File: src/rtl/odr_pkg.sv
package odr_pkg;
  localparam int TICK_CNT_W = 9;
  localparam int SYNC_DIV_W = 16;

  function automatic logic [TICK_CNT_W-1:0] rate_ticks(input logic [2:0] code);
    logic [TICK_CNT_W-1:0] n;
    case (code)
      3'd0:    n = TICK_CNT_W'(12);
      3'd1:    n = TICK_CNT_W'(24);
      3'd2:    n = TICK_CNT_W'(48);
      3'd3:    n = TICK_CNT_W'(96);
      3'd4:    n = TICK_CNT_W'(192);
      3'd5:    n = TICK_CNT_W'(384);
      3'd6:    n = TICK_CNT_W'(4);
      default: n = TICK_CNT_W'(2);
    endcase
    return n;
  endfunction
endpackage

File: src/rtl/odr_rst_sync.sv
module odr_rst_sync #(
  parameter int STAGES = 2
) (
  input  logic clk,
  input  logic arst_n,
  output logic rst_n
);
  logic [STAGES-1:0] chain_q;

  always_ff @(posedge clk or negedge arst_n) begin
    if (!arst_n) chain_q <= '0;
    else         chain_q <= {chain_q[STAGES-2:0], 1'b1};
  end

  assign rst_n = chain_q[STAGES-1];
endmodule

File: src/rtl/odr_sync_in.sv
module odr_sync_in #(
  parameter int STAGES = 2
) (
  input  logic clk,
  input  logic rst_n,
  input  logic pin,
  input  logic rise_act,
  output logic act_edge
);
  logic [STAGES:0] sh_q;
  logic [STAGES:0] sh_d;

  always_comb begin
    sh_d[0] = pin;
    for (int i = 1; i <= STAGES; i++) sh_d[i] = sh_q[i-1];
  end

  always_ff @(posedge clk or negedge rst_n) begin
    if (!rst_n) sh_q <= '0;
    else        sh_q <= sh_d;
  end

  logic cur, prev;
  assign cur  = sh_q[STAGES-1];
  assign prev = sh_q[STAGES];

  generate
    if (STAGES >= 2) begin : g_edge
      assign act_edge = rise_act ? (cur & ~prev) : (~cur & prev);
    end else begin : g_edge_min
      assign act_edge = rise_act ? (cur & ~prev) : (~cur & prev);
    end
  endgenerate

  assert_edge_needs_change_R4: assert property (@(posedge clk) disable iff (!rst_n)
    act_edge |=> !act_edge);
endmodule

File: src/rtl/odr_rate_div.sv
module odr_rate_div
  import odr_pkg::*;
#(
  parameter int DIV_W = SYNC_DIV_W,
  parameter int TCW   = TICK_CNT_W
) (
  input  logic             clk,
  input  logic             rst_n,
  input  logic             tick_en,
  input  logic [2:0]       rate_code,
  input  logic             ext_mode,
  input  logic [DIV_W-1:0] ext_div,
  input  logic             act_edge,
  output logic             strobe
);
  localparam int ECW   = DIV_W + 1;
  localparam int CFG_W = 3 + 1 + DIV_W;

  logic [CFG_W-1:0] cfg_q, cfg_d;
  logic [TCW-1:0]   cnt_q, cnt_d, lim;
  logic [ECW-1:0]   ecnt_q, ecnt_d, elim;
  logic             stb_q, stb_d;
  logic             restart, int_last, ext_last;

  assign cfg_d    = {rate_code, ext_mode, ext_div};
  assign restart  = (cfg_d != cfg_q);
  assign lim      = rate_ticks(rate_code);
  assign elim     = {ext_div, 1'b1};
  assign int_last = (cnt_q == lim - 1'b1);
  assign ext_last = (ecnt_q == elim);

  always_comb begin
    cnt_d  = cnt_q;
    ecnt_d = ecnt_q;
    stb_d  = 1'b0;
    if (restart) begin
      cnt_d  = '0;
      ecnt_d = '0;
    end else if (!ext_mode) begin
      if (tick_en) begin
        if (int_last) begin
          cnt_d = '0;
          stb_d = 1'b1;
        end else begin
          cnt_d = cnt_q + 1'b1;
        end
      end
    end else begin
      if (act_edge) begin
        if (ext_last) begin
          ecnt_d = '0;
          stb_d  = 1'b1;
        end else begin
          ecnt_d = ecnt_q + 1'b1;
        end
      end
    end
  end

  always_ff @(posedge clk or negedge rst_n) begin
    if (!rst_n) begin
      cfg_q  <= '0;
      cnt_q  <= '0;
      ecnt_q <= '0;
      stb_q  <= 1'b0;
    end else begin
      cfg_q  <= cfg_d;
      cnt_q  <= cnt_d;
      ecnt_q <= ecnt_d;
      stb_q  <= stb_d;
    end
  end

  assign strobe = stb_q;

  assert_restart_quiet_R6: assert property (@(posedge clk) disable iff (!rst_n)
    restart |=> !strobe);
  assert_strobe_single_R2: assert property (@(posedge clk) disable iff (!rst_n)
    strobe |=> !strobe);
  assert_cnt_bound_R2: assert property (@(posedge clk) disable iff (!rst_n)
    (!restart && !ext_mode) |-> (cnt_q < lim));
  assert_ecnt_bound_R5: assert property (@(posedge clk) disable iff (!rst_n)
    (!restart && ext_mode) |-> (ecnt_q <= elim));
  assert_tick_ignored_R3: assert property (@(posedge clk) disable iff (!rst_n)
    (ext_mode && !restart && !act_edge) |=> !strobe);
endmodule

File: src/rtl/odr_drdy.sv
module odr_drdy (
  input  logic clk,
  input  logic rst_n,
  input  logic strobe,
  input  logic ack,
  input  logic pol,
  output logic drdy,
  output logic pin
);
  logic rdy_q, rdy_d;

  always_comb begin
    rdy_d = rdy_q;
    if (strobe)   rdy_d = 1'b1;
    else if (ack) rdy_d = 1'b0;
  end

  always_ff @(posedge clk or negedge rst_n) begin
    if (!rst_n) rdy_q <= 1'b0;
    else        rdy_q <= rdy_d;
  end

  assign drdy = rdy_q;
  assign pin  = pol ? rdy_q : ~rdy_q;

  assert_drdy_set_R7: assert property (@(posedge clk) disable iff (!rst_n)
    strobe |=> drdy);
  assert_drdy_clear_R7: assert property (@(posedge clk) disable iff (!rst_n)
    (ack && !strobe) |=> !drdy);
  assert_drdy_hold_R7: assert property (@(posedge clk) disable iff (!rst_n)
    (!ack && !strobe) |=> $stable(drdy));
endmodule

File: src/rtl/odr_sync_gen.sv
module odr_sync_gen
  import odr_pkg::*;
#(
  parameter int DIV_W       = SYNC_DIV_W,
  parameter int SYNC_STAGES = 2,
  parameter int RST_STAGES  = 2
) (
  input  logic             clk,
  input  logic             arst_n,
  input  logic             base_tick,
  input  logic             sync_pin,
  input  logic [2:0]       rate_code,
  input  logic             sync_pol,
  input  logic             sync_mode,
  input  logic [DIV_W-1:0] sync_div,
  input  logic             drdy_pol,
  input  logic             stat_ack,
  output logic             smp_stb,
  output logic             drdy,
  output logic             irq_pin
);
  logic rst_n;
  logic act_edge;
  logic stb;

  odr_rst_sync #(.STAGES(RST_STAGES)) u_rst (
    .clk   (clk),
    .arst_n(arst_n),
    .rst_n (rst_n)
  );

  odr_sync_in #(.STAGES(SYNC_STAGES)) u_sync (
    .clk     (clk),
    .rst_n   (rst_n),
    .pin     (sync_pin),
    .rise_act(sync_pol),
    .act_edge(act_edge)
  );

  odr_rate_div #(.DIV_W(DIV_W)) u_div (
    .clk      (clk),
    .rst_n    (rst_n),
    .tick_en  (base_tick),
    .rate_code(rate_code),
    .ext_mode (sync_mode),
    .ext_div  (sync_div),
    .act_edge (act_edge),
    .strobe   (stb)
  );

  odr_drdy u_drdy (
    .clk   (clk),
    .rst_n (rst_n),
    .strobe(stb),
    .ack   (stat_ack),
    .pol   (drdy_pol),
    .drdy  (drdy),
    .pin   (irq_pin)
  );

  assign smp_stb = stb;

  assert_reset_quiet_R1: assert property (@(posedge clk) disable iff (!arst_n)
    !rst_n |=> !smp_stb);
endmodule

File: config.mk
export PLATFORM = sky130hd
export DESIGN_NAME = odr_sync_gen
export DESIGN_NICKNAME = d
export VERILOG_FILES = /design/src/rtl/odr_pkg.sv /design/src/rtl/odr_rst_sync.sv /design/src/rtl/odr_sync_in.sv /design/src/rtl/odr_rate_div.sv /design/src/rtl/odr_drdy.sv /design/src/rtl/odr_sync_gen.sv
export SDC_FILE = /design/constraint.sdc
export NUM_CORES = 1
export LEC_CHECK = 0
export BUFFER_PORTS_ARGS = -buffer_cell sky130_fd_sc_hd__clkbuf_2
export CAP_MARGIN = 15
export CORE_ASPECT_RATIO = 1.4
export CORE_MARGIN = 2
export CORE_UTILIZATION = 50
export DETAILED_ROUTE_END_ITERATION = 7
export PLACE_DENSITY = 0.76
export SLEW_MARGIN = 40
export SYNTH_ARGS = -nofsm -noshare
export SYNTH_HDL_FRONTEND = slang
export SYNTH_SLANG_ARGS = --single-unit
File: constraint.sdc
create_clock -name clk -period 1.85 [get_ports clk]
set_input_delay 0.37 -clock clk [delete_from_list [all_inputs] [get_ports clk]]
set_output_delay 0.37 -clock clk [all_outputs]
set_load 0.1 [all_outputs]
== Word level (Yosys, flattened, before mapping) ==
Index checks and enable logic that the tools add are counted.
Word-level totals
  flip-flop bits (word level): 53
  input bits: 27
  output and inout bits: 3
  logic and storage cells: 51
Cells by class
  add/subtract/negate cells: 3
  equality and inequality tests: 10
  multiplexer cells: 19
  bitwise gates (word level): 5
  reduce and logical (&&, ||, !) cells: 7
Operators with widths (number)
  17-bit 2-to-1 mux: 4
  9-bit one-hot mux with 7 select lines: 1
  9-bit 2-to-1 mux: 4
  20-bit != test: 1
  17-bit by 1-bit adder with 17-bit output, second input constant: 1
  17-bit equality test: 1
  1-bit 2-to-1 mux: 10
  9-bit by 1-bit adder with 9-bit output, second input constant: 1
  3-bit equality test, second input constant: 3
  9-bit equality test: 1
  9-bit by 1-bit subtractor with 9-bit output, second input constant: 1
  2-bit nonzero test: 4
  3-bit by 2-bit equality test with 1-bit output, second input constant: 2
  2-bit AND reduction: 2
  3-bit by 1-bit equality test with 1-bit output, second input constant: 1
  3-bit zero test: 1
  1-bit inverter: 3
  1-bit AND: 2
  2-bit by 1-bit != test with 1-bit output, second input constant: 1

== Longest topological paths before layout ==
Gate-level depths: netlist (run 1).
  depth after elaboration: 8
  gate-level depth with buffers: 9
  gate-level depth less buffers: 7

== Modules after synthesis ==
A second synthesis (run 1) with hierarchy kept.
Unflattened totals
  cells, all modules: 320
  area, all modules: 3079.2 µm²
Modules (own cells, without submodules)
  odr_rate_div: instances 1, cells an instance 307, area each 2882.8 µm², seq. area each 1176.1 µm²
  odr_sync_in: instances 1, cells an instance 6, area each 97.6 µm², seq. area each 75.1 µm²
  odr_rst_sync: instances 1, cells an instance 3, area each 53.8 µm², seq. area each 50.0 µm²
  odr_drdy: instances 1, cells an instance 4, area each 45.0 µm², seq. area each 25.0 µm²

== Worst setup path after synthesis (run 1) ==
OpenSTA, ideal clock, no wires.
  path kind: register -> output
  start point: register u_drdy.rdy_q, in the netlist u_drdy.drdy
  end point: output irq_pin
  arrival time: 2.478 ns
  data required time: 1.480 ns
  slack: -0.998 ns
  cell stages (with the launch flop): 2
  path through: dfrtp_1 xnor2_1
Between the ends
  cells in the longest elaborated chain, start to end: 2
Ends and longest elaborated chain
  from (decl): line odr_drdy.sv:10  | logic rdy_q, rdy_d;
  from (signal assigned): line odr_drdy.sv:20  | else rdy_q <= rdy_d;
  1-bit inverter: line odr_drdy.sv:24  | assign pin = pol ? rdy_q : ~rdy_q;
  1-bit 2-to-1 mux *: line odr_drdy.sv:24
  to (decl): line odr_sync_gen.sv:20  | output logic irq_pin
Every way passes the cells marked *; elsewhere a longest branch is shown, timed or not.

== Worst setup path after layout (run 1) ==
  start point: register u_div.ecnt_q[5]
  end point: register u_div.ecnt_q[12]
Between the ends
  cells in the longest elaborated chain, start to end: 5
Ends and longest elaborated chain
  from (decl): line odr_rate_div.sv:21  | logic [ECW-1:0] ecnt_q, ecnt_d, elim;
  from (signal assigned): line odr_rate_div.sv:69  | ecnt_q <= ecnt_d;
  17-bit by 1-bit adder with 17-bit output / 17-bit equality test (equally long branches): line odr_rate_div.sv:54, odr_rate_div.sv:30
  17-bit 2-to-1 mux *: line odr_rate_div.sv:50  | if (ext_last) begin
  17-bit 2-to-1 mux *: line odr_rate_div.sv:49  | if (act_edge) begin
  17-bit 2-to-1 mux *: line odr_rate_div.sv:39  | end else if (!ext_mode) begin
  17-bit 2-to-1 mux *: line odr_rate_div.sv:36  | if (restart) begin
Every way passes the cells marked *; elsewhere a longest branch is shown, timed or not. The select of a mux whose other input is x is not followed.
A chain may end at the register's enable or synchronous reset.

==> results of run 1 <==
## cell families (layout without fill, tap and decap cells)
| kind of cell | Yosys count | in the layout |
|---|---|---|
| AND/OR/NAND/NOR | 120 | 120 |
| adder cells (fa/ha/maj) | 2 | 2 |
| AO/OA/AOI/OAI | 44 | 45 |
| flip-flops | 53 | 53 |
| other | 1 | 1 |
| multiplexers | 1 | 1 |
| XOR/XNOR | 46 | 46 |
| buffers and inverters | 18 | 121 |
## placed cells by master (no fill, tap or decap), types with 6 or more instances in the layout
cell type	netlist	layout
xnor2_1	23	16
dfrtp_1	53	51
nand3_1	16	12
inv_1	7	6
nor2_1	20	11
nor2_2	1	7
nand4_1	9	9
nand2_1	21	20
xor2_1	22	21
clkbuf_2	0	27
buf_6	2	7
buf_4	1	68
xnor2_2	1	7
## worst max-delay path: stages (launching register included)
cell and delay, ns:
dfrtp_1 0.43, xor2_2 0.17, nor4_2 0.37, buf_4 0.18
nand4_1 0.16, nor4b_4 0.37, or2_4 0.22, o22ai_1 0.10
o2bb2ai_1 0.14
## sequential cells by signal (all words and copies together) (netlist names)
| signal | cells |
|---|---|
| u_div.cfg_q | 20 |
| u_div.cnt_q | 9 |
| u_div.ecnt_q | 17 |
| u_div.strobe | 1 |
| u_drdy.drdy | 1 |
| u_rst.chain_q | 2 |
| u_sync.sh_q | 3 |
## timing repair
item	4_1_cts	5_1_grt
pin swaps	20	14
buffers inserted	4	6
hold buffers	1	0
setup endpoints to repair	27	27
resized for setup	24	43
cloned	1	1
endpoints found under the hold margin	2	0
## metrics by stage
step           hold slack, ns  TNS (ns)  area [um2]  std cells  total power, uW
6_report                0.155     -6.19        4060        457             2150
5_1_grt                 0.139     -7.31        4060        457             2240
3_5_place_dp            0.159     -8.45        3580        437             1460
3_3_place_gp            0.157     -6.90        3580        437             1450
2_1_floorplan          0.0744    -0.287        2930        285             1350
4_1_cts                 0.151     -2.18        3810        450             2130
## final cells by class
| type | count | area [um2] |
|---|---|---|
| flip-flops and latches | 53 | 1330 |
| inverters | 7 | 26.3 |
| well taps | 68 | 85.1 |
| clock inverters | 3 | 22.5 |
| repair buffers | 106 | 767 |
| fillers | 322 | 1430 |
| clock buffers | 5 | 68.8 |
| multi-input cells | 215 | 1760 |
## metal layers
layer,share of wire,wire (um),vias up,track usage
met3,0.061,540,51,0.0349
li1,-,-,1223,-
met5,0,0,-,0
met1,0.37,3270,1387,0.320
met2,0.51,4560,146,0.429
met4,0.059,527,0,0.117
## power breakdown
group,switching (uW),internal (uW)
logic,144,124
clock network,418,267
registers,14.3,1190
total,577,1580
## synthesized netlist by cell type, types with 5 or more instances
master and n:
o21ai_0 9, a21oi_1 9, and3_1 7, or3_1 5
xnor2_1 23, nor3_1 8, nand4_1 9, dfrtp_1 53
buf_2 5, inv_1 7, xor2_1 22, nand2_1 21
nor4_1 6, nor2_1 20, nand3_1 16
## worst max path at each step
| stage | endpoint | from | slack [ns] | cells after the start |
|---|---|---|---|---|
| after global routing | u_div.ecnt_q[12]$_DFFE_PN0P_ | u_div.ecnt_q[9]$_DFFE_PN0P_ | -0.41 | 7 |
| after CTS | u_div.ecnt_q[15]$_DFFE_PN0P_ | u_div.ecnt_q[6]$_DFFE_PN0P_ | -0.20 | 8 |
| after floorplan | irq_pin | u_drdy.drdy$_DFFE_PN0P_ | -0.06 | 1 |
| final | u_div.ecnt_q[12]$_DFFE_PN0P_ | u_div.ecnt_q[5]$_DFFE_PN0P_ | -0.41 | 8 |
| after global placement | u_div.cnt_q[3]$_DFFE_PN0P_ | rate_code[2] | -0.36 | 7 |
| after detailed placement | u_div.cnt_q[3]$_DFFE_PN0P_ | rate_code[2] | -0.42 | 7 |
==> metrics.yaml, run 1 <==
status: "complete, but fails checks"
violations: "setup timing"
power.density_nw_per_um2: 531
avgSynthCellArea_um2: 9.98
area_growth_pct: 42.5
num_vias: 2807
place_ws_ns: -0.423
end_kind: "register"
synth_xor_area_frac: 0.144
cp.required_ns: 2.06
min_from: "sync_pin"
seq_area_frac_synth: 0.466
routed_via_density: 6.14
die_area_um2: 6320
synthesis.area_um2: 2850
cts_inserted_buffers: 5
r2r-start: "u_div.ecnt_q[5]$_DFFE_PN0P_"
worst_pin_slew_ns: 0.659
max-cap-violations: 0
r2r-end: "u_div.ecnt_q[12]$_DFFE_PN0P_"
fmax_mhz: 443
synth_seq_cells: 53
r2r_slack_ns: -0.41
rsz0062_at_grt: "yes"
routed_wirelength_mm: 8.90
grt_max_degree: 52
fin_ws_ns: -0.406
synth_top_family_by_area: "simple AND/OR/NAND/NOR gates"
post-route-util: 0.739
grt_pass1_vias: 2608
yosys.area_share.adder: 0.00880
clk_transition_reported_paths_ns: 0.10
final_max_slew_viol_count: 0
grt_pass1_wl_mm: 12.1
synth-edff-count: 0
cts.sinks: 53
synth_top_cell_area_share: 0.466
htreeDepth: 2
ys.flop_type: "dfrtp_1"
drive_gt1_frac: 0.450
ios: 30
drc_errors: 0
p_leak_uw: 0.00179
hold_path.class: "in2reg"
min_period_ns: 2.26
row_count: 32
first_pass_iters: 7
yosysUniqueCellTypes: 56
synth_warnings: 0
worstSkewPairLatency_ns: 0.31
netlist.top_cell.by_area: "dfrtp_1"
globalRouteOverflowTotal: 0
critPathArrivalTime_ns: 2.46
die_h_um: 93.3
initial_core_util: 0.519
min_to: "u_sync.sh_q[0]$_DFF_PN0_"
drtIter0Drc: 213
cts_tree: "yes"
synth.mux.area_fraction: 0.00396
routedWlPerCell_um: 19.5
hold_depth: 1
syn_inst: 285
gp_congestion: 0.893
hold_viol: 0
root_buffer: "clkbuf_8"
criticalPathCategory: "reg2reg"
ys_top_cells_by_area: "dfrtp_1, xnor2_1, xor2_1, nand3_1, nand2_1"
grt_antenna_before_repair: 0
coreArea_um2: 5490
skew_ns: 0.00745
grtUsageTotal: 0.256
async_flop_share: 1.00
ir_drop_uv: 540
dp_hpwl_mm: 5.33
io_buffers: 29
start_kind: "register"
die_x_um: 67.8
reg2reg_depth: 8
cp_max_fo: 5
synth_nets: 314
cts_buffer_depth: 2
antenna_cells: 0
synth_compound_gate_area_share: 0.105
finalSetupViolCount: 27
synthSimpleGateAreaFrac: 0.238
max-slew-margin-rel: 0.561
ant_nets: 0
period_share: 1.22
num-nets-final: 417
Note: power is estimated with default switching activity, not from simulation.
==> run 2: changes to the inputs <==
Settings changed: CORE_ASPECT_RATIO 1.4 to default, RECOVER_POWER from default to 50.
==> metrics.yaml, run 2 (synthesis gave the netlist of run 1 again) <==
p_leak_uw: 0.00174
fill_cells: 403
skew_ns: 0.00821
violations: "setup timing"
io_buffers: 29
grt_pass1_wl_mm: 12.8
critical-path-slowest-cell: "dfrtp_1"
cp.required_ns: 2.05
row_count: 27
place_ws_ns: -0.457
end_kind: "register"
max-cap-violations: 0
start_kind: "register"
top_register: "u_div.cfg_q"
path_cells: "xor2_1, nor4_1, buf_4, nand3_1, and4bb_2, nor3_4, and3_1, a211o_1"
critPathArrivalTime_ns: 2.22
gp_congestion: 0.908
ios: 30
drtIter0Drc: 255
routed_via_density: 5.79
rsz0062_at_grt: "yes"
fin_ws_ns: -0.176
grt_max_degree: 33
post-route-util: 0.717
cp_max_fo: 4
hold_path.class: "in2reg"
cts.sinks: 53
num_vias: 2627
routed_wirelength_mm: 7.91
ir_drop_uv: 504
clk_transition_reported_paths_ns: 0.10
criticalPathCategory: "reg2reg"
power.density_nw_per_um2: 603
fmax_mhz: 494
initial_core_util: 0.517
final_cell_mix: "buf_4, dfrtp_1, xor2_1, nand2_1, xnor2_1"
cts_tree: "yes"
grt_pass1_vias: 2658
min_period_ns: 2.03
first_pass_iters: 5
period_share: 1.10
area_growth_pct: 38.8
coreArea_um2: 5510
layout_commonest_cell: "buf_4"
seqCellArea_um2: 1330
routedWlPerCell_um: 17.4
final_cells: 454
cts_buffer_depth: 2
multi_input_area_um2: 1690
dpl-instance-area_um2: 3570
die_x_um: 79.4
dp_hpwl_mm: 5.39
postLayoutCellArea_um2: 3950
grtUsageTotal: 0.264
drc_errors: 0
globalRouteOverflowTotal: 0
final_max_slew_viol_count: 0
htreeDepth: 2
hold_viol: 0
antenna_cells: 0
status: "complete, but fails checks"
root_buffer: "clkbuf_8"
ant_nets: 0
die_h_um: 79.4
drive_gt1_frac: 0.377
cts_inserted_buffers: 5
die_area_um2: 6310
finalSetupViolCount: 25
worstSkewPairLatency_ns: 0.31
grt_antenna_before_repair: 0
max-slew-margin-rel: 0.431
dp.cells: 439
num-nets-final: 410
reg.largest.list: "u_div.cfg_q x20, u_div.ecnt_q x17, u_div.cnt_q x9"
worst_pin_slew_ns: 0.854
max_stage_delay_ns: 0.41
largest_reg_flops: 20
==> run 2: worst paths after layout <==
check / start / end / slack (ns) / cells past startpoint
min in group asynchronous: u_rst.chain_q[1]$_DFF_PN0_ / u_div.ecnt_q[16]$_DFFE_PN0P_ / 0.36 / 0
setup / recovery: u_div.ecnt_q[16]$_DFFE_PN0P_ / u_div.ecnt_q[15]$_DFFE_PN0P_ / -0.18 / 8
setup reg to reg: u_div.ecnt_q[16]$_DFFE_PN0P_ / u_div.ecnt_q[15]$_DFFE_PN0P_ / -0.18 / 8
max in group asynchronous: u_rst.chain_q[1]$_DFF_PN0_ / u_div.cnt_q[2]$_DFFE_PN0P_ / 0.83 / 1
hold reg to reg: u_rst.chain_q[0]$_DFF_PN0_ / u_rst.chain_q[1]$_DFF_PN0_ / 0.35 / 0
hold / removal: sync_pin / u_sync.sh_q[0]$_DFF_PN0_ / 0.17 / 1
==> run 2: critical path: cells and delay by family, from the launching register on <==
family	cells	cell delay (ns)
xor gates and xnor gates	1	0.14
DFF	1	0.41
and+or+nand+nor	5	0.93
AOI/OAI and AO/OA	1	0.26
buffers and inverters	1	0.17
==> run 2: metrics by stage <==
step                      setup TNS (ns)  power [uW]  hold WS (ns)
after floorplan                   -0.287        1350        0.0744
after global placement             -6.61        1440         0.158
after detailed placement           -7.79        1450         0.159
after CTS                          -1.64        2380         0.164
after global routing               -4.62        2460         0.169
final                              -2.00        2380         0.166
==> run 2: per-layer routing <==
metal	wire length [um]	global-route usage	vias up
li1	-	-	1211
met1	3450	0.361	1299
met2	3860	0.425	93
met3	413	0.0498	24
met4	193	0.0879	0
met5	0	0	-
==> run 2: layout make-up <==
class / instances / area share
Clock inverter: 3 / 0.0165
Clock buffer: 5 / 0.0174
Timing Repair Buffer: 99 / 0.173
Tap cell: 72 / 0.0228
Sequential cell: 53 / 0.337
Multi-Input combinational cell: 215 / 0.427
Inverter: 7 / 0.00665
==> run 2: power by group <==
part           leakage [uW]  total (uW)  internal [uW]  switching [uW]
registers          0.000679        1210           1190            23.2
clock network     0.0000681         933            538             395
logic              0.000994         238            110             128
==> run 2: repair_timing <==
action                     CTS  global route
buffers inserted             3             4
hold buffers                 1             0
pin swaps                   23            17
hold endpoints to repair     2             0
setup endpoints to repair   27            27
gates resized for setup     29            24
gates cloned                 0             1
==> run 3: changes to the inputs <==
Settings changed: BUFFER_PORTS_ARGS -buffer_cell sky130_fd_sc_hd__clkbuf_2 to default, DONT_BUFFER_PORTS from default to 1, PLACE_DENSITY 0.76 to 0.71.
==> metrics.yaml, run 3 (synthesis gave the netlist of run 1 again) <==
hold_depth: 0
worst_pin_slew_ns: 0.958
dpl-instance-area_um2: 3360
ir_drop_uv: 498
criticalPathCategory: "reg2reg"
finalSetupTns_ns: -2.06
final_cell_mix: "buf_4, dfrtp_1, xor2_1, nand2_1, xnor2_1"
period_share: 1.09
layout_commonest_cell: "buf_4"
grtUsageTotal: 0.232
critPathArrivalTime_ns: 2.22
root_buffer: "clkbuf_8"
top_layer_used: "met4"
cts_buffer_depth: 2
reg2reg_depth: 8
drtIter0Drc: 197
ant_nets: 0
final_max_slew_viol_count: 0
cts_inserted_buffers: 5
end_kind: "register"
min_from: "sync_div[2]"
violations: "setup timing"
grt_max_degree: 40
initial_core_util: 0.517
fin_ws_ns: -0.174
cp_max_fo: 4
num-nets-final: 373
start_kind: "register"
grt_antenna_before_repair: 0
r2r-end: "u_div.ecnt_q[15]$_DFFE_PN0P_"
cts.sinks: 53
routedWlPerCell_um: 17.5
htreeDepth: 2
die_h_um: 79.4
status: "complete, but fails checks"
ios: 30
first_pass_iters: 4
gp_congestion: 0.964
max-cap-violations: 0
r2r_slack_ns: -0.17
io_buffers: 0
worstSkewPairLatency_ns: 0.31
p_leak_uw: 0.00161
fmax_mhz: 494
num_vias: 2451
min_period_ns: 2.02
cp.required_ns: 2.05
finalSetupViolCount: 24
hold_path.class: "in2reg"
area_growth_pct: 34.0
max-slew-margin-rel: 0.362
die_x_um: 79.4
power.density_nw_per_um2: 571
globalRouteOverflowTotal: 0
top_register: "u_div.cfg_q"
wl_met2_mm: 3.38
hold_viol: 0
grt_pass1_wl_mm: 11.2
row_count: 27
cts_tree: "yes"
rsz0062_at_grt: "yes"
drc_errors: 0
wl_met1_mm: 3.27
routed_wirelength_mm: 7.30
coreArea_um2: 5510
die_area_um2: 6310
reg.largest.list: "u_div.cfg_q x20, u_div.ecnt_q x17, u_div.cnt_q x9"
min_to: "u_div.cfg_q[2]$_DFF_PN0_"
antenna_cells: 0
skew_ns: 0.00745
drive_gt1_frac: 0.368
largest_reg_flops: 20
clk_transition_reported_paths_ns: 0.10
postLayoutCellArea_um2: 3810
grt_pass1_vias: 2297
r2r-start: "u_div.ecnt_q[1]$_DFFE_PN0P_"
routed_via_density: 5.88
dp_hpwl_mm: 5.00
wl_met3_um: 548
==> run 3: power by group <==
| part | switching [uW] | internal [uW] |
|---|---|---|
| clock network | 377 | 440 |
| logic | 77.0 | 78.6 |
| registers | 18.6 | 1190 |
| total | 472 | 1700 |
==> run 3: what timing repair did <==
item,in CTS,in global routing
hold endpoints to repair,2,0
cloned,1,1
pin swaps,27,25
setup buffers,3,5
hold buffers,1,0
resized for setup,39,27
endpoints found under the setup margin,25,27
==> run 3: area by class of cell <==
type | instances | area (um2)
clock buffers | 6 | 82.6
clock inverters | 2 | 37.5
fillers | 372 | 1690
inverters | 7 | 26.3
multi-input cells | 215 | 1740
flip-flops and latches | 53 | 1330
well taps | 72 | 90.1
repair buffers | 62 | 503
==> run 3: critical path, stage by stage, from the launching register on <==
cell      delay (ns)
dfrtp_1         0.43
xor2_1          0.18
nor4_1          0.27
buf_4           0.17
nand3_2         0.04
and4bb_4        0.36
nor3_4          0.06
and3_1          0.14
a211o_1         0.26
==> run 3: how the worst max path moves through the flow <==
stage	start	to	slack, ns	cells after the start
6_report	u_div.ecnt_q[1]$_DFFE_PN0P_	u_div.ecnt_q[15]$_DFFE_PN0P_	-0.17	8
5_1_grt	u_div.ecnt_q[1]$_DFFE_PN0P_	u_div.ecnt_q[15]$_DFFE_PN0P_	-0.26	8
4_1_cts	u_div.ecnt_q[4]$_DFFE_PN0P_	u_div.ecnt_q[15]$_DFFE_PN0P_	-0.20	8
3_5_place_dp	u_div.cnt_q[8]$_DFFE_PN0P_	u_div.cnt_q[4]$_DFFE_PN0P_	-0.22	7
3_3_place_gp	u_div.ecnt_q[1]$_DFFE_PN0P_	u_div.ecnt_q[15]$_DFFE_PN0P_	-0.18	8
2_1_floorplan	u_drdy.drdy$_DFFE_PN0P_	irq_pin	-0.06	1
==> run 3: routing by layer <==
metal / vias up / global-route usage
met5: - / 0
met4: 0 / 0.0638
met3: 12 / 0.0475
met2: 88 / 0.346
met1: 1216 / 0.345
li1: 1135 / -
==> run 3: metrics by stage <==
| stage | util | hold slack (ns) | total power (uW) | setup WS, ns | std cells |
|---|---|---|---|---|---|
| floorplan | - | 0.0744 | 1350 | -0.0622 | 285 |
| global placement | 0.611 | 0.0745 | 1370 | -0.180 | 400 |
| detailed placement | 0.611 | 0.0745 | 1370 | -0.219 | 400 |
| CTS | 0.670 | 0.0717 | 2200 | -0.195 | 413 |
| global route | 0.692 | 0.0618 | 2260 | -0.263 | 417 |
| finish | 0.692 | 0.0810 | 2180 | -0.174 | 417 |
